### src/rtl/serial_rx_pkg.sv
package serial_rx_pkg;
  parameter int unsigned DATA_W = 8;

  typedef enum logic [2:0] {
    ST_IDLE,
    ST_START,
    ST_DATA,
    ST_PAR,
    ST_STOP,
    ST_HOLD
  } rx_state_e;

  typedef struct packed {
    logic [DATA_W-1:0] data;
    logic              perr;
    logic              ferr;
    logic              brk;
  } rx_char_t;
endpackage

### src/rtl/rx_sync.sv
module rx_sync #(
  parameter int unsigned STAGES = 2
) (
  input  logic clk_i,
  input  logic rst_ni,
  input  logic d_i,
  output logic q_o
);
  logic [STAGES-1:0] pipe_q;

  always_ff @(posedge clk_i or negedge rst_ni) begin
    if (!rst_ni) pipe_q <= '1;
    else         pipe_q <= {pipe_q[STAGES-2:0], d_i};
  end

  assign q_o = pipe_q[STAGES-1];
endmodule

### src/rtl/rx_frame.sv
module rx_frame
  import serial_rx_pkg::*;
#(
  parameter int unsigned OSR = 16
) (
  input  logic     clk_i,
  input  logic     rst_ni,
  input  logic     tick_i,
  input  logic     rx_i,
  input  logic     len8_i,
  input  logic     par_en_i,
  input  logic     par_odd_i,
  input  logic     stop2_i,
  output logic     done_o,
  output rx_char_t char_o
);
  localparam int unsigned CNT_W = $clog2(OSR);
  localparam int unsigned BW    = $clog2(DATA_W);
  localparam logic [CNT_W-1:0] MID  = CNT_W'(OSR/2 - 1);
  localparam logic [CNT_W-1:0] LAST = CNT_W'(OSR - 1);

  rx_state_e         state_q;
  logic [CNT_W-1:0]  cnt_q;
  logic [BW-1:0]     bidx_q;
  logic [DATA_W-1:0] sr_q;
  logic              par_acc_q, perr_q, ferr_q, zero_q, stop_sec_q;
  logic              done_q;
  rx_char_t          char_q;

  logic [BW-1:0]     bidx_last;
  logic              bit_end, ferr_fin, zero_fin;
  logic [DATA_W-1:0] data_aligned;

  assign bidx_last    = len8_i ? BW'(DATA_W-1) : BW'(DATA_W-2);
  assign bit_end      = tick_i && (cnt_q == LAST);
  assign ferr_fin     = ferr_q | ~rx_i;
  assign zero_fin     = zero_q & ~rx_i;
  assign data_aligned = len8_i ? sr_q : (sr_q >> 1);

  always_ff @(posedge clk_i or negedge rst_ni) begin
    if (!rst_ni) begin
      state_q    <= ST_IDLE;
      cnt_q      <= '0;
      bidx_q     <= '0;
      sr_q       <= '0;
      par_acc_q  <= 1'b0;
      perr_q     <= 1'b0;
      ferr_q     <= 1'b0;
      zero_q     <= 1'b0;
      stop_sec_q <= 1'b0;
      done_q     <= 1'b0;
      char_q     <= '0;
    end else begin
      done_q <= 1'b0;
      if (tick_i) begin
        unique case (state_q)
          ST_IDLE: begin
            if (!rx_i) begin
              state_q <= ST_START;
              cnt_q   <= '0;
            end
          end
          ST_START: begin
            if (cnt_q == MID) begin
              cnt_q <= '0;
              if (rx_i) begin
                state_q <= ST_IDLE;  // glitch, not a start bit
              end else begin
                state_q    <= ST_DATA;
                bidx_q     <= '0;
                sr_q       <= '0;
                par_acc_q  <= 1'b0;
                perr_q     <= 1'b0;
                ferr_q     <= 1'b0;
                zero_q     <= 1'b1;
                stop_sec_q <= 1'b0;
              end
            end else begin
              cnt_q <= cnt_q + 1'b1;
            end
          end
          ST_DATA: begin
            cnt_q <= cnt_q + 1'b1;
            if (bit_end) begin
              sr_q      <= {rx_i, sr_q[DATA_W-1:1]};
              par_acc_q <= par_acc_q ^ rx_i;
              zero_q    <= zero_q & ~rx_i;
              bidx_q    <= bidx_q + 1'b1;
              if (bidx_q == bidx_last) state_q <= par_en_i ? ST_PAR : ST_STOP;
            end
          end
          ST_PAR: begin
            cnt_q <= cnt_q + 1'b1;
            if (bit_end) begin
              perr_q  <= (par_acc_q ^ rx_i) != par_odd_i;
              zero_q  <= zero_q & ~rx_i;
              state_q <= ST_STOP;
            end
          end
          ST_STOP: begin
            cnt_q <= cnt_q + 1'b1;
            if (bit_end) begin
              if (stop2_i && !stop_sec_q) begin
                stop_sec_q <= 1'b1;
                ferr_q     <= ferr_fin;
                zero_q     <= zero_fin;
              end else begin
                done_q      <= 1'b1;
                char_q.data <= zero_fin ? '0 : data_aligned;
                char_q.perr <= perr_q;
                char_q.ferr <= ferr_fin;
                char_q.brk  <= zero_fin;
                state_q     <= zero_fin ? ST_HOLD : ST_IDLE;
              end
            end
          end
          ST_HOLD: begin
            if (rx_i) state_q <= ST_IDLE;
          end
          default: state_q <= ST_IDLE;
        endcase
      end
    end
  end

  assign done_o = done_q;
  assign char_o = char_q;

  // no progress without the oversample enable
  a_r11_hold_no_tick: assert property (@(posedge clk_i) disable iff (!rst_ni)
    !tick_i |=> $stable(state_q) && $stable(cnt_q));
  // a high at mid start returns to idle
  a_r2_glitch_idle: assert property (@(posedge clk_i) disable iff (!rst_ni)
    (tick_i && state_q == ST_START && cnt_q == MID && rx_i) |=> state_q == ST_IDLE);
  // after a break no new start until the line is high
  a_r8_hold_low: assert property (@(posedge clk_i) disable iff (!rst_ni)
    (state_q == ST_HOLD && !rx_i) |=> state_q == ST_HOLD);
endmodule

### src/rtl/rx_status.sv
module rx_status
  import serial_rx_pkg::*;
(
  input  logic              clk_i,
  input  logic              rst_ni,
  input  logic              done_i,
  input  rx_char_t          char_i,
  input  logic              rd_data_i,
  input  logic              rd_stat_i,
  output logic [DATA_W-1:0] data_o,
  output logic              ready_o,
  output logic              perr_o,
  output logic              ferr_o,
  output logic              oerr_o,
  output logic              brk_o
);
  logic [DATA_W-1:0] data_q;
  logic ready_q, perr_q, ferr_q, oerr_q, brk_q;
  logic lost;

  assign lost = done_i && ready_q && !rd_data_i;

  always_ff @(posedge clk_i or negedge rst_ni) begin
    if (!rst_ni) begin
      data_q  <= '0;
      ready_q <= 1'b0;
      perr_q  <= 1'b0;
      ferr_q  <= 1'b0;
      oerr_q  <= 1'b0;
      brk_q   <= 1'b0;
    end else begin
      if (done_i)         data_q  <= char_i.data;
      if (done_i)         ready_q <= 1'b1;
      else if (rd_data_i) ready_q <= 1'b0;
      // a new event wins over a clear in the same cycle
      perr_q <= (perr_q & ~rd_stat_i) | (done_i & char_i.perr);
      ferr_q <= (ferr_q & ~rd_stat_i) | (done_i & char_i.ferr);
      brk_q  <= (brk_q  & ~rd_stat_i) | (done_i & char_i.brk);
      oerr_q <= (oerr_q & ~rd_stat_i) | lost;
    end
  end

  assign data_o  = data_q;
  assign ready_o = ready_q;
  assign perr_o  = perr_q;
  assign ferr_o  = ferr_q;
  assign oerr_o  = oerr_q;
  assign brk_o   = brk_q;

  a_r3_ready_on_done: assert property (@(posedge clk_i) disable iff (!rst_ni)
    done_i |=> ready_o);
  a_r7_overrun_flag: assert property (@(posedge clk_i) disable iff (!rst_ni)
    (done_i && ready_o && !rd_data_i) |=> oerr_o);
  a_r8_break_zero: assert property (@(posedge clk_i) disable iff (!rst_ni)
    (done_i && char_i.brk) |=> (data_o == '0) && brk_o && ferr_o);
  a_r9_read_clears: assert property (@(posedge clk_i) disable iff (!rst_ni)
    (rd_data_i && !done_i) |=> !ready_o);
  a_r10_stat_keeps_ready: assert property (@(posedge clk_i) disable iff (!rst_ni)
    (rd_stat_i && !rd_data_i && !done_i) |=> ready_o == $past(ready_o));
endmodule

### src/rtl/serial_rx_lsr.sv
module serial_rx_lsr
  import serial_rx_pkg::*;
#(
  parameter int unsigned OSR         = 16,
  parameter int unsigned SYNC_STAGES = 2
) (
  input  logic              clk_i,
  input  logic              rst_ni,
  input  logic              tick16_i,
  input  logic              rxd_i,
  input  logic              cfg_len8_i,
  input  logic [1:0]        cfg_par_i,
  input  logic              cfg_stop2_i,
  input  logic              rd_data_i,
  input  logic              rd_stat_i,
  output logic [DATA_W-1:0] data_o,
  output logic              ready_o,
  output logic              perr_o,
  output logic              ferr_o,
  output logic              oerr_o,
  output logic              brk_o
);
  logic     rx_s, done;
  logic     par_en, par_odd;
  rx_char_t char_w;

  assign par_en  = cfg_par_i[0] ^ cfg_par_i[1];
  assign par_odd = cfg_par_i[0];

  rx_sync #(.STAGES(SYNC_STAGES)) i_sync (
    .clk_i (clk_i),
    .rst_ni(rst_ni),
    .d_i   (rxd_i),
    .q_o   (rx_s)
  );

  rx_frame #(.OSR(OSR)) i_frame (
    .clk_i    (clk_i),
    .rst_ni   (rst_ni),
    .tick_i   (tick16_i),
    .rx_i     (rx_s),
    .len8_i   (cfg_len8_i),
    .par_en_i (par_en),
    .par_odd_i(par_odd),
    .stop2_i  (cfg_stop2_i),
    .done_o   (done),
    .char_o   (char_w)
  );

  rx_status i_status (
    .clk_i    (clk_i),
    .rst_ni   (rst_ni),
    .done_i   (done),
    .char_i   (char_w),
    .rd_data_i(rd_data_i),
    .rd_stat_i(rd_stat_i),
    .data_o   (data_o),
    .ready_o  (ready_o),
    .perr_o   (perr_o),
    .ferr_o   (ferr_o),
    .oerr_o   (oerr_o),
    .brk_o    (brk_o)
  );
endmodule

### config.mk
export PLATFORM = sky130hd
export DESIGN_NAME = serial_rx_lsr
export DESIGN_NICKNAME = d
export VERILOG_FILES = /design/src/rtl/serial_rx_pkg.sv /design/src/rtl/rx_sync.sv /design/src/rtl/rx_frame.sv /design/src/rtl/rx_status.sv /design/src/rtl/serial_rx_lsr.sv
export SDC_FILE = /design/constraint.sdc
export NUM_CORES = 1
export LEC_CHECK = 0
export ABC_AREA = 1
export BUFFER_PORTS_ARGS = -buffer_cell sky130_fd_sc_hd__buf_2
export CAP_MARGIN = 20
export CORE_MARGIN = 2
export CORE_UTILIZATION = 45
export DETAILED_ROUTE_END_ITERATION = 10
export PLACE_DENSITY = 0.6
export SYNTH_ARGS = -nofsm -noshare
export SYNTH_HDL_FRONTEND = slang
export SYNTH_SLANG_ARGS = --single-unit
### constraint.sdc
create_clock -name clk_i -period 2.1 [get_ports clk_i]
set_clock_uncertainty 0.1 [all_clocks]
set_input_delay 0 -clock clk_i [delete_from_list [all_inputs] [get_ports clk_i]]
set_output_delay 0 -clock clk_i [all_outputs]
set_load 0.02 [all_outputs]
# Word level (Yosys, flattened, before mapping)
# Index checks and enable logic that the tools add are counted.
[word_totals]
regBits = 50
output_inout_bits = 13
word_cells = 133
[classes]
add_sub_neg = 2
eq_ne = 20
muxes = 50
bitwise_logic = 18
n_reduce_logical = 22
[ops]
columns = ["cell", "count"]
rows = [
  ["8-bit two-way mux", 5],
  ["3-bit two-way mux", 13],
  ["1-bit two-way mux", 20],
  ["3-bit one-hot mux with 6 select lines", 1],
  ["8-bit one-hot mux with 2 select lines", 1],
  ["2-bit by 1-bit inequality test with 1-bit output, second input constant", 7],
  ["4-bit one-hot mux with 3 select lines", 1],
  ["5-bit AND reduction", 2],
  ["9-bit AND reduction", 1],
  ["1-bit bitwise AND", 8],
  ["4-bit two-way mux", 2],
  ["2-bit inequality test, second input constant", 4],
  ["1-bit one-hot mux with 2 select lines", 4],
  ["2-bit nonzero test", 4],
  ["7-bit AND reduction", 1],
  ["3-bit by 2-bit == test with 1-bit output, second input constant", 2],
  ["3-bit == test, second input constant", 2],
  ["3-bit one-hot mux with 2 select lines", 1],
  ["6-bit AND reduction", 1],
  ["3-bit nonzero test", 2],
  ["1-bit bitwise OR", 5],
  ["4-bit by 1-bit adder with 4-bit output, second input constant", 1],
  ["4-bit by 3-bit == test with 1-bit output, second input constant", 1],
  ["4-bit == test, second input constant", 1],
  ["15 further kinds", 22],
]

# Longest topological paths before layout
# Gate-level depths: netlist of the first run.
[depth]
depth_word = 6
depth_mapped = 11
ltp_nobuf = 10

# By module
# Synthesis of the first run repeated with hierarchy kept, for this count alone.
[unflattened]
hier_cells = 298
hier_area_um2 = 2471.1
[by_module_without_submodules]
columns = ["module", "n_inst", "cells_each", "area_each_um2", "seq_area_each_um2"]
rows = [
  ["rx_frame", 1, 236, 1908.1, 875.8],
  ["rx_status", 1, 55, 491.7, 325.3],
  ["rx_sync", 1, 2, 52.6, 52.6],
  ["serial_rx_lsr", 1, 5, 18.8, 0.0],
]

# Worst setup path after synthesis of the first run
# OpenSTA, ideal clock, no wires.
[synth_timing]
path_kind = "flip-flop to flip-flop"
from = "register i_frame.cnt_q[0]"
to = "register i_frame.sr_q[4]"
setup_ps = 121
arrival_ps = 1343
slack_ps = 535
path_stages_with_launch = 12
synth_period_minus_slack_ps = 1565
cell_sequence = "dfrtp_1 ha_1 nand2_1 inv_1 nand2_2 inv_2 nand2_4 nand2_2 nand2_2 buf_6 nand2_1 o21ai_1"
[synth_between]
elab_chain_len = 4
word_cells_on_any_way = 6
cone_classes = "4 x eq/ne; 2 x reduce/logical"
[synth_lines]
columns = ["item", "line_no", "source"]
rows = [
  ["start: declaration", "rx_frame.sv:23", "logic [CNT_W-1:0] cnt_q;"],
  ["start signal: assignment", "rx_frame.sv:79", "cnt_q <= cnt_q + 1'b1;"],
  ["start signal: assignment", "rx_frame.sv:83", "cnt_q <= cnt_q + 1'b1;"],
  ["start signal: assignment", "rx_frame.sv:93", "cnt_q <= cnt_q + 1'b1;"],
  ["4-bit == test", "rx_frame.sv:35", "assign bit_end = tick_i && (cnt_q == LAST);"],
  ["1-bit logical AND", "rx_frame.sv:35", ""],
  ["2-bit by 1-bit inequality test with 1-bit output (no source line)", "-", ""],
  ["5-bit AND reduction (no source line) *", "-", ""],
  ["end signal: assignment", "rx_frame.sv:85", "sr_q <= {rx_i, sr_q[DATA_W-1:1]};"],
  ["end: declaration", "rx_frame.sv:25", "logic [DATA_W-1:0] sr_q;"],
]
# Mark *: on every way between the ends. The rest lies on a longest branch, timed or not.
# A chain may end at the register's enable or synchronous reset.

# Worst setup path after layout of the first run
[layout_timing]
from = "register i_frame.cnt_q[0]"
to = "register i_frame.bidx_q[2]"
[layout_between]
elab_chain_len = 4
word_cells_on_any_way = 6
cone_classes = "4 x eq/ne; 2 x reduce/logical"
[layout_lines]
columns = ["item", "line_no", "source"]
rows = [
  ["4-bit == test", "rx_frame.sv:35", ""],
  ["1-bit logical AND", "rx_frame.sv:35", ""],
  ["2-bit by 1-bit inequality test with 1-bit output (no source line)", "-", ""],
  ["5-bit AND reduction (no source line) *", "-", ""],
  ["end signal: assignment", "rx_frame.sv:88", "bidx_q <= bidx_q + 1'b1;"],
  ["end: declaration", "rx_frame.sv:24", "logic [BW-1:0] bidx_q;"],
]
# Marked as above.

==> results of run 1 <==
[repair_timing]
action / CTS / global route
endpoints found under the hold margin: 56 / 0
hold buffers: 7 / 0
setup endpoints to repair: 0 / 0
resized for setup: 0 / 0
[cell families (layout without fill, tap and decap cells)]
group / Yosys count / count (layout) / synth area share, %
compound gates: 45 / 45 / 10.4
xor+xnor: 3 / 3 / 1.11
fa+ha+maj: 2 / 2 / 1.06
buf+inv: 45 / 79 / 7.92
flops: 50 / 50 / 52.9
mux: 1 / 1 / 0.423
simple gates: 140 / 140 / 26.2
[layout make-up]
cell class                 count  area (µm²)  share of cell area, %
inverter                      40         150                   5.55
clock buffer                   5        68.8                   2.54
sequential                    50        1250                   46.3
multi-input combinational    191         927                   34.3
timing repair buffer          31         195                   7.21
tap                           70        87.6                   3.24
clock inverter                 3        23.8                  0.878
[cell usage after synthesis (2+ instances only)]
cell type | n | area (µm²)
inv_2 | 4 | 15.0
nor2_2 | 2 | 12.5
o21ai_0 | 25 | 125
a21oi_1 | 4 | 20.0
nand4_1 | 2 | 12.5
xor2_1 | 2 | 17.5
nand2_2 | 5 | 31.3
clkbuf_1 | 2 | 7.51
nand3_1 | 18 | 90.1
nand2_1 | 93 | 349
nor2_1 | 13 | 48.8
o22ai_1 | 5 | 31.3
o21ai_1 | 6 | 30.0
dfrtp_1 | 48 | 1200
buf_6 | 2 | 22.5
ha_1 | 2 | 25.0
inv_1 | 36 | 135
dfstp_2 | 2 | 52.6
[per-stage QoR]
step	utilization (%)	std cells	setup WS, ns	area, µm²	hold WS [ns]
after floorplan	-	286	0.535	2370	-0.396
after global placement	49.8	375	0.336	2540	0.00563
after detailed placement	49.8	375	0.290	2540	0.00648
after CTS	53.0	390	0.273	2710	0.0269
after global routing	53.0	390	0.0997	2710	0.0693
final	53.0	390	0.293	2710	0.0375
[per-layer routing]
| metal | part of all wire (%) | track usage [%] | vias up | wire length [µm] |
|---|---|---|---|---|
| met1 | 50 | 24.6 | 856 | 2260 |
| met2 | 45 | 26.8 | 41 | 2020 |
| met4 | 1.3 | 6.18 | 0 | 60 |
| met3 | 3.9 | 4.15 | 7 | 178 |
| li1 | - | - | 971 | - |
| met5 | 0 | 0 | - | 0 |
[power breakdown]
group          leakage, nW  switching [mW]  internal [mW]
logic                0.743           0.371          0.184
registers            0.661          0.0789           1.03
clock network       0.0408           0.336          0.239
total                 1.45           0.786           1.46
[worst paths after layout]
path,endpoint,slack [ns],from,cells after the start
max in group asynchronous,i_frame.state_q[1],1.25,rst_ni,3
min in group asynchronous,i_status.data_o[1],0.23,rst_ni,3
min reg2reg,i_sync.pipe_q[1],0.26,i_sync.pipe_q[0],0
min,i_frame.state_q[0],0.04,tick16_i,5
max reg2reg,i_frame.bidx_q[2],0.29,i_frame.cnt_q[0],10
max,i_frame.bidx_q[2],0.29,i_frame.cnt_q[0],10
[worst min-delay path, stage by stage]
cell and delay (ns):
buf_2 0.13, nand3_1 0.08, nor2_1 0.07, nand3_1 0.08
nand2_1 0.05
[flip-flops by register name, summed over array words and instances, names as in the netlist]
signal,cells
i_frame.bidx_q,3
i_frame.char_o,11
i_frame.cnt_q,4
i_frame.done_o,1
i_frame.ferr_q,1
i_frame.par_acc_q,1
i_frame.perr_q,1
i_frame.sr_q,8
i_frame.state_q,3
i_frame.stop_sec_q,1
i_frame.zero_q,1
i_status.brk_o,1
i_status.data_o,8
i_status.ferr_o,1
i_status.oerr_o,1
i_status.perr_o,1
i_status.ready_o,1
i_sync.pipe_q,2
==> impl_metrics.tcl, run 1 <==
set metrics [dict create \
    arrival_ns 1.95 \
    final_cell_mix "nand2_1, dfrtp_1, inv_1" \
    die_y_um 76.6 \
    final_common_cell "nand2_1" \
    drive_gt1_share_pct 15.9 \
    tns_ns 0 \
    end_kind "flip-flop" \
    syn_area_um2 2370 \
    post-route-period-util_pct 86.0 \
    grt_pass1_vias 1811 \
    rows 26 \
    synthDistinctLibCells 33 \
    drt-vias-per-instance 4.81 \
    worst_pin_slew_ns 0.624 \
    drt-total-wl_um 4510 \
    avgRoutedWirePerCell_um 11.6 \
    async_flop_share_pct 100 \
    drc 0 \
    syn_to_final_growth_pct 14.3 \
    grt_start_max_net_pins 51 \
    ys_seq_area_share_pct 52.9 \
    critPathKind "reg -> reg" \
    worst-path-buf-inv 2 \
    start_util_pct 46.4 \
    peakVddDrop_mv 0.438 \
    synth_ff_type "dfrtp_1" \
    num_antenna_cells 0 \
    syn_inst 286 \
    fin_nets 331 \
    synth-seq-cells 50 \
    grt_antenna_before_repair 0 \
    dp_hpwl_um 3200 \
    power.leakage_nw 1.45 \
    grt_use_total_pct 17.5 \
    post-cts-setup-buffer-count 0 \
    dieArea_um2 5860 \
    fillCellCount 513 \
    worstHoldPathType "in -> reg" \
    core-area_um2 5110 \
    rsz0062_at_grt "no" \
    path_max_fanout 12 \
    drtIter0Drc 100 \
    critPathTopFamily "simple AND/OR/NAND/NOR gates" \
    dr.pass1.iters 4 \
    clkTransAtPathRegs_ns 0.10 \
    clock-root-buffer "clkbuf_8" \
    io_pins 23 \
    critPathRequiredTime_ns 2.24 \
    hold_viol 0 \
    grt-ovfl-total 0 \
    path_common_cell "nand2_2" \
    worstSetupStartpointType "flip-flop" \
    htreeDepth 2 \
    cts.sinks 50 \
    vias 1875 \
    die_x_um 76.6 \
    min_period_ns 1.81 \
    synth.avg_cell_area_um2 8.28 \
    cpPeakStageDelay_ns 0.41 \
    critPathSlowestCell "dfrtp_1" \
    yosysWarnings 0 \
    clock_path_buffers 2 \
    numCtsBuffers 5 \
    finalSetupViolCount 0 \
    synth_fp_nets 298 \
    grt_pass1_wl_um 8250 \
    finalMaxSlewViolations 0 \
    synth_edf_count 0 \
    max_freq_ghz 0.554 \
    status "completed" \
    maxSlewHeadroom_pct 58.4 \
    cap_violations 0 \
    ant_nets 0 \
    clkLatencyLatePin_ns 0.31 \
    report.power.total_mw 2.24 \
    numPortBuffers 22 \
    gp_congestion 0.809 \
    p_per_area_nw_per_um2 829 \
    cts_tree "done" \
    worstPathCellList "ha_1 -> nand2_1 -> inv_1 -> nand2_2 -> inv_2 -> nand2_4 -> nand2_2 -> nand2_2 -> nand2_1 -> o21ai_2" \
]
No activity file was read; power rests on OpenSTA's default activity.
==> run 2, diff against run 1 <==
--- a/config.mk
+++ b/config.mk
@@ -8,10 +8,12 @@
 export ABC_AREA = 1
 export BUFFER_PORTS_ARGS = -buffer_cell sky130_fd_sc_hd__buf_2
 export CAP_MARGIN = 20
+export CELL_PAD_IN_SITES_DETAIL_PLACEMENT = 0
+export CELL_PAD_IN_SITES_GLOBAL_PLACEMENT = 1
 export CORE_MARGIN = 2
-export CORE_UTILIZATION = 45
+export CORE_UTILIZATION = 44
 export DETAILED_ROUTE_END_ITERATION = 10
-export PLACE_DENSITY = 0.6
+export PLACE_DENSITY = 0.76
 export SYNTH_ARGS = -nofsm -noshare
 export SYNTH_HDL_FRONTEND = slang
 export SYNTH_SLANG_ARGS = --single-unit
==> impl_metrics.tcl, run 2 (synthesis results as in run 1) <==
set metrics [dict create \
    fin_nets 330 \
    core-area_um2 5140 \
    grt_start_max_net_pins 51 \
    io_pins 23 \
    cpPeakStageDelay_ns 0.42 \
    numPortBuffers 22 \
    grt_use_total_pct 17.2 \
    path_common_cell "nand2_2" \
    rsz0062_at_grt "no" \
    use_met2_pct 26.1 \
    num_antenna_cells 0 \
    arrival_ns 1.91 \
    vias 1855 \
    critPathTopFamily "simple AND/OR/NAND/NOR gates" \
    drc 0 \
    tns_ns 0 \
    post-route-period-util_pct 84.4 \
    hold_viol 0 \
    min_period_ns 1.77 \
    maxSlewHeadroom_pct 59.2 \
    worst-path-buf-inv 2 \
    cap_violations 0 \
    grt_pass1_wl_um 8290 \
    critPathSlowestCell "dfrtp_1" \
    pwr-share-clk_pct 26.8 \
    cts_resized 0 \
    critPathKind "reg -> reg" \
    worstSetupStartpointType "flip-flop" \
    final_cell_mix "nand2_1, dfrtp_1, inv_1" \
    power.leakage_nw 1.45 \
    clkLatencyLatePin_ns 0.31 \
    met3_usage_pct 3.60 \
    peakVddDrop_mv 0.448 \
    clkTransAtPathRegs_ns 0.10 \
    drt-total-wl_um 4630 \
    avgRoutedWirePerCell_um 11.9 \
    final_common_cell "nand2_1" \
    numCtsBuffers 5 \
    start_util_pct 46.1 \
    status "completed" \
    p_int_mw 1.46 \
    path_max_fanout 12 \
    p_sw_share_pct 35.6 \
    drt-vias-per-instance 4.77 \
    die_y_um 77.4 \
    worstPathCellList "ha_1 -> nand2_1 -> inv_1 -> nand2_2 -> inv_2 -> nand2_4 -> nand2_2 -> nand2_2 -> nand2_1 -> o21ai_1" \
    cts_tree "done" \
    dr.pass1.iters 4 \
    end_kind "flip-flop" \
    worstHoldPathType "in -> reg" \
    gp_congestion 0.844 \
    post-cts-setup-buffer-count 0 \
    cts.sinks 50 \
    hold_buffers 7 \
    dp_hpwl_um 3260 \
    final_util_pct 52.6 \
    rows 26 \
    pwr-share-seq_pct 49.1 \
    htreeDepth 2 \
    clock-root-buffer "clkbuf_8" \
    ant_nets 0 \
    dieArea_um2 5990 \
    p_per_area_nw_per_um2 840 \
    die_x_um 77.4 \
    p_switching_mw 0.808 \
    grt-ovfl-total 0 \
    grt_pass1_vias 1800 \
    critPathRequiredTime_ns 2.24 \
    finalSetupViolCount 0 \
    use_met1_pct 25.3 \
    largest_register_ffs 11 \
    clock_path_buffers 2 \
    pwr-share-comb_pct 24.1 \
    grt_antenna_before_repair 0 \
    max_freq_ghz 0.564 \
    finalMaxSlewViolations 0 \
    top_usage_layer "met2" \
    worst_pin_slew_ns 0.613 \
    drive_gt1_share_pct 15.7 \
    syn_to_final_growth_pct 14.2 \
    drtIter0Drc 96 \
]
[run 2: path summary, 6_finish.rpt]
kind                             startpoint                  to  slack [ns]  cells after the start
max                        i_frame.cnt_q[0]     i_frame.sr_q[0]        0.33                     10
min                                tick16_i  i_frame.state_q[2]        0.04                      5
max reg2reg                i_frame.cnt_q[0]     i_frame.sr_q[0]        0.33                     10
min in group asynchronous            rst_ni  i_status.data_o[1]        0.20                      3
min reg2reg                i_sync.pipe_q[0]    i_sync.pipe_q[1]        0.26                      0
max in group asynchronous            rst_ni   i_frame.char_o[3]        1.28                      3
[run 2: metal layers]
metal  up-vias  part of all wire [%]
li1        970                     -
met1       845                    51
met2        38                    45
met3         2                   3.5
met4         0                  0.58
met5         -                     0
[run 2: through the flow]
stage | power [mW] | hold slack, ns | std cells | cell area [µm²] | setup slack (ns)
CTS | 2.29 | 0.0428 | 389 | 2700 | 0.289
floorplan | 1.56 | -0.396 | 286 | 2370 | 0.535
finish | 2.27 | 0.0417 | 389 | 2700 | 0.328
detailed placement | 1.67 | 0.00629 | 374 | 2540 | 0.311
global route | 2.43 | 0.0686 | 389 | 2700 | 0.0935
global placement | 1.68 | 0.00548 | 374 | 2540 | 0.323
[run 2: power groups by stage]
stage               combinational, mW  sequential, mW  clock, mW
floorplan                       0.475            1.09          0
global route                    0.643            1.13      0.659
finish                          0.547            1.11      0.608
global placement                0.546            1.13          0
detailed placement              0.539            1.13          0
CTS                             0.553            1.11      0.626
[run 2: worst register-to-register path, cell delays in order (launching register included)]
cell and delay, ns:
dfrtp_1 0.42, ha_1 0.22, nand2_1 0.08, inv_1 0.06, nand2_2 0.15, inv_2 0.12
nand2_4 0.12, nand2_2 0.07, nand2_2 0.20, nand2_1 0.07, o21ai_1 0.09
[run 2: cell type report]
cell class | count | area (µm²)
timing repair buffer | 30 | 188
inverter | 40 | 150
fill | 535 | 2440
sequential | 50 | 1250
clock inverter | 3 | 28.8
clock buffer | 5 | 68.8
multi-input combinational | 191 | 927
tap | 70 | 87.6
==> run 3, diff against run 2 <==
==> constraint.sdc (replaced) <==
create_clock -name clk_i -period 1.8 [get_ports clk_i]
set_clock_uncertainty 0.1 [all_clocks]
set_input_delay 0 -clock clk_i [delete_from_list [all_inputs] [get_ports clk_i]]
set_output_delay 0 -clock clk_i [all_outputs]
set_load 0.02 [all_outputs]
==> impl_metrics.tcl, run 3 (synthesis results as in run 1) <==
set metrics [dict create \
    numPortBuffers 22 \
    finalMaxSlewViolations 0 \
    clkLatencyLatePin_ns 0.30 \
    die_x_um 77.4 \
    power.leakage_nw 1.53 \
    clock_path_buffers 2 \
    arrival_ns 1.92 \
    largest_register_ffs 11 \
    worstReg2RegEnd "i_status.oerr_o" \
    grt_start_max_net_pins 51 \
    hold_viol 0 \
    critPathTopFamily "buffers and inverters" \
    p_int_mw 1.86 \
    final_util_pct 55.1 \
    critPathKind "reg -> reg" \
    ant_nets 0 \
    grt_antenna_before_repair 0 \
    core-area_um2 5140 \
    p_sw_share_pct 33.2 \
    p_per_area_nw_per_um2 985 \
    status "completed" \
    worstHoldPathType "in -> reg" \
    die_y_um 77.4 \
    end_kind "flip-flop" \
    path_max_fanout 7 \
    dr.pass1.iters 4 \
    gp_congestion 0.754 \
    drive_gt1_share_pct 19.6 \
    final_cell_mix "nand2_1, dfrtp_1, inv_1" \
    worst-path-buf-inv 2 \
    critPathRequiredTime_ns 1.94 \
    r2r-start "i_frame.done_o" \
    dieArea_um2 5990 \
    pwr-share-clk_pct 25.8 \
    cpPeakStageDelay_ns 0.60 \
    worstRegToRegCells 3 \
    drc 0 \
    rows 26 \
    worstSetupStartpointType "flip-flop" \
    hold-path-cell-count 5 \
    drtIter0Drc 94 \
    grt_use_total_pct 18.2 \
    avgRoutedWirePerCell_um 12.1 \
    clkTransAtPathRegs_ns 0.09 \
    maxSlewHeadroom_pct 78.2 \
    start_util_pct 46.1 \
    syn_to_final_growth_pct 19.5 \
    report.power.total_mw 2.79 \
    post-route-period-util_pct 98.8 \
    min_period_ns 1.78 \
    cap_violations 0 \
    vias 1898 \
    peakVddDrop_mv 0.433 \
    grt-ovfl-total 0 \
    worstPathCellList "clkinvlp_4 -> o32ai_1 -> dlygate4sd3_1" \
    cts.sinks 50 \
    cts_tree "done" \
    fin_nets 342 \
    max_freq_ghz 0.563 \
    drt-vias-per-instance 4.73 \
    drt-total-wl_um 4840 \
    fillCellCount 521 \
    htreeDepth 2 \
    r2r_slack_ns 0.02 \
    min_to "i_frame.state_q[0]" \
    io_pins 23 \
    num_antenna_cells 0 \
    clock-root-buffer "clkbuf_8" \
    final_common_cell "nand2_1" \
    critPathSlowestCell "dlygate4sd3_1" \
    tns_ns 0 \
    p_switching_mw 0.926 \
    pwr-share-seq_pct 46.0 \
    dp_hpwl_um 3390 \
    grt_pass1_wl_um 8800 \
    pwr-share-comb_pct 28.3 \
    worst_pin_slew_ns 0.325 \
    hp-start "tick16_i" \
    grt_pass1_vias 1933 \
    finalSetupViolCount 0 \
    numCtsBuffers 5 \
]
run 3: changes by cell type in the layout (fill, tap and decap cells not counted), sizes merged:
| cell | previous run | this run |
|---|---|---|
| clkinvlp | 0 | 1 |
| buf | 23 | 35 |
| inv | 42 | 39 |
| clkbuf | 5 | 7 |
run 3: timing repair:
action,4_1_cts,5_1_grt
resized for setup,0,6
hold buffers,7,0
endpoints found under the hold margin,58,0
buffers inserted,0,5
endpoints found under the setup margin,0,19
run 3: cell type report:
class / count / area, µm² / area share [%]
sequential: 50 / 1250 / 44.3
clock inverter: 1 / 8.76 / 0.309
clock buffer: 7 / 96.3 / 3.40
tap: 70 / 87.6 / 3.09
multi-input combinational: 191 / 937 / 33.1
inverter: 40 / 156 / 5.52
timing repair buffer: 42 / 290 / 10.3
run 3: worst max-delay path by stage:
stage / depth (start not counted) / endpoint / slack (ns) / from
global placement: 10 / i_frame.bidx_q[2] / 0.14 / i_frame.cnt_q[0]
detailed placement: 10 / i_frame.sr_q[1] / 0.09 / i_frame.cnt_q[0]
global route: 3 / i_status.oerr_o / -0.06 / i_frame.done_o
finish: 3 / i_status.oerr_o / 0.02 / i_frame.done_o
floorplan: 11 / i_frame.sr_q[4] / 0.24 / i_frame.cnt_q[0]
CTS: 3 / i_status.oerr_o / 0.06 / i_frame.done_o
run 3: layer usage:
metal | global-route usage (%) | share of wire [%] | vias up
met3 | 3.60 | 2.8 | 7
met2 | 28.9 | 43 | 26
met5 | 0 | 0 | -
met1 | 25.3 | 53 | 868
met4 | 5.89 | 1.3 | 0
li1 | - | - | 997
run 3: power by group through the flow:
stage          sequential, mW  combinational (mW)  clock (mW)
2_1_floorplan            1.27               0.554           0
3_5_place_dp             1.31               0.740           0
3_3_place_gp             1.31               0.734           0
4_1_cts                  1.29               0.752       0.755
6_report                 1.28               0.789       0.719
5_1_grt                  1.30               0.904       0.796
run 3: metrics by stage:
step | cell area (µm²) | hold WS, ns | instances | worst slack, ns
after floorplan | 2370 | -0.396 | 286 | 0.235
after global placement | 2600 | -0.0883 | 381 | 0.145
after detailed placement | 2600 | -0.0891 | 381 | 0.0918
after CTS | 2780 | 0.0417 | 396 | 0.0557
after global routing | 2830 | 0.0841 | 401 | -0.0593
final | 2830 | 0.0544 | 401 | 0.0223
run 3: worst min-delay path: stages:
cell	delay, ns
buf_2	0.12
nand3_1	0.09
nor2_1	0.07
nand3_1	0.08
nand2_1	0.05
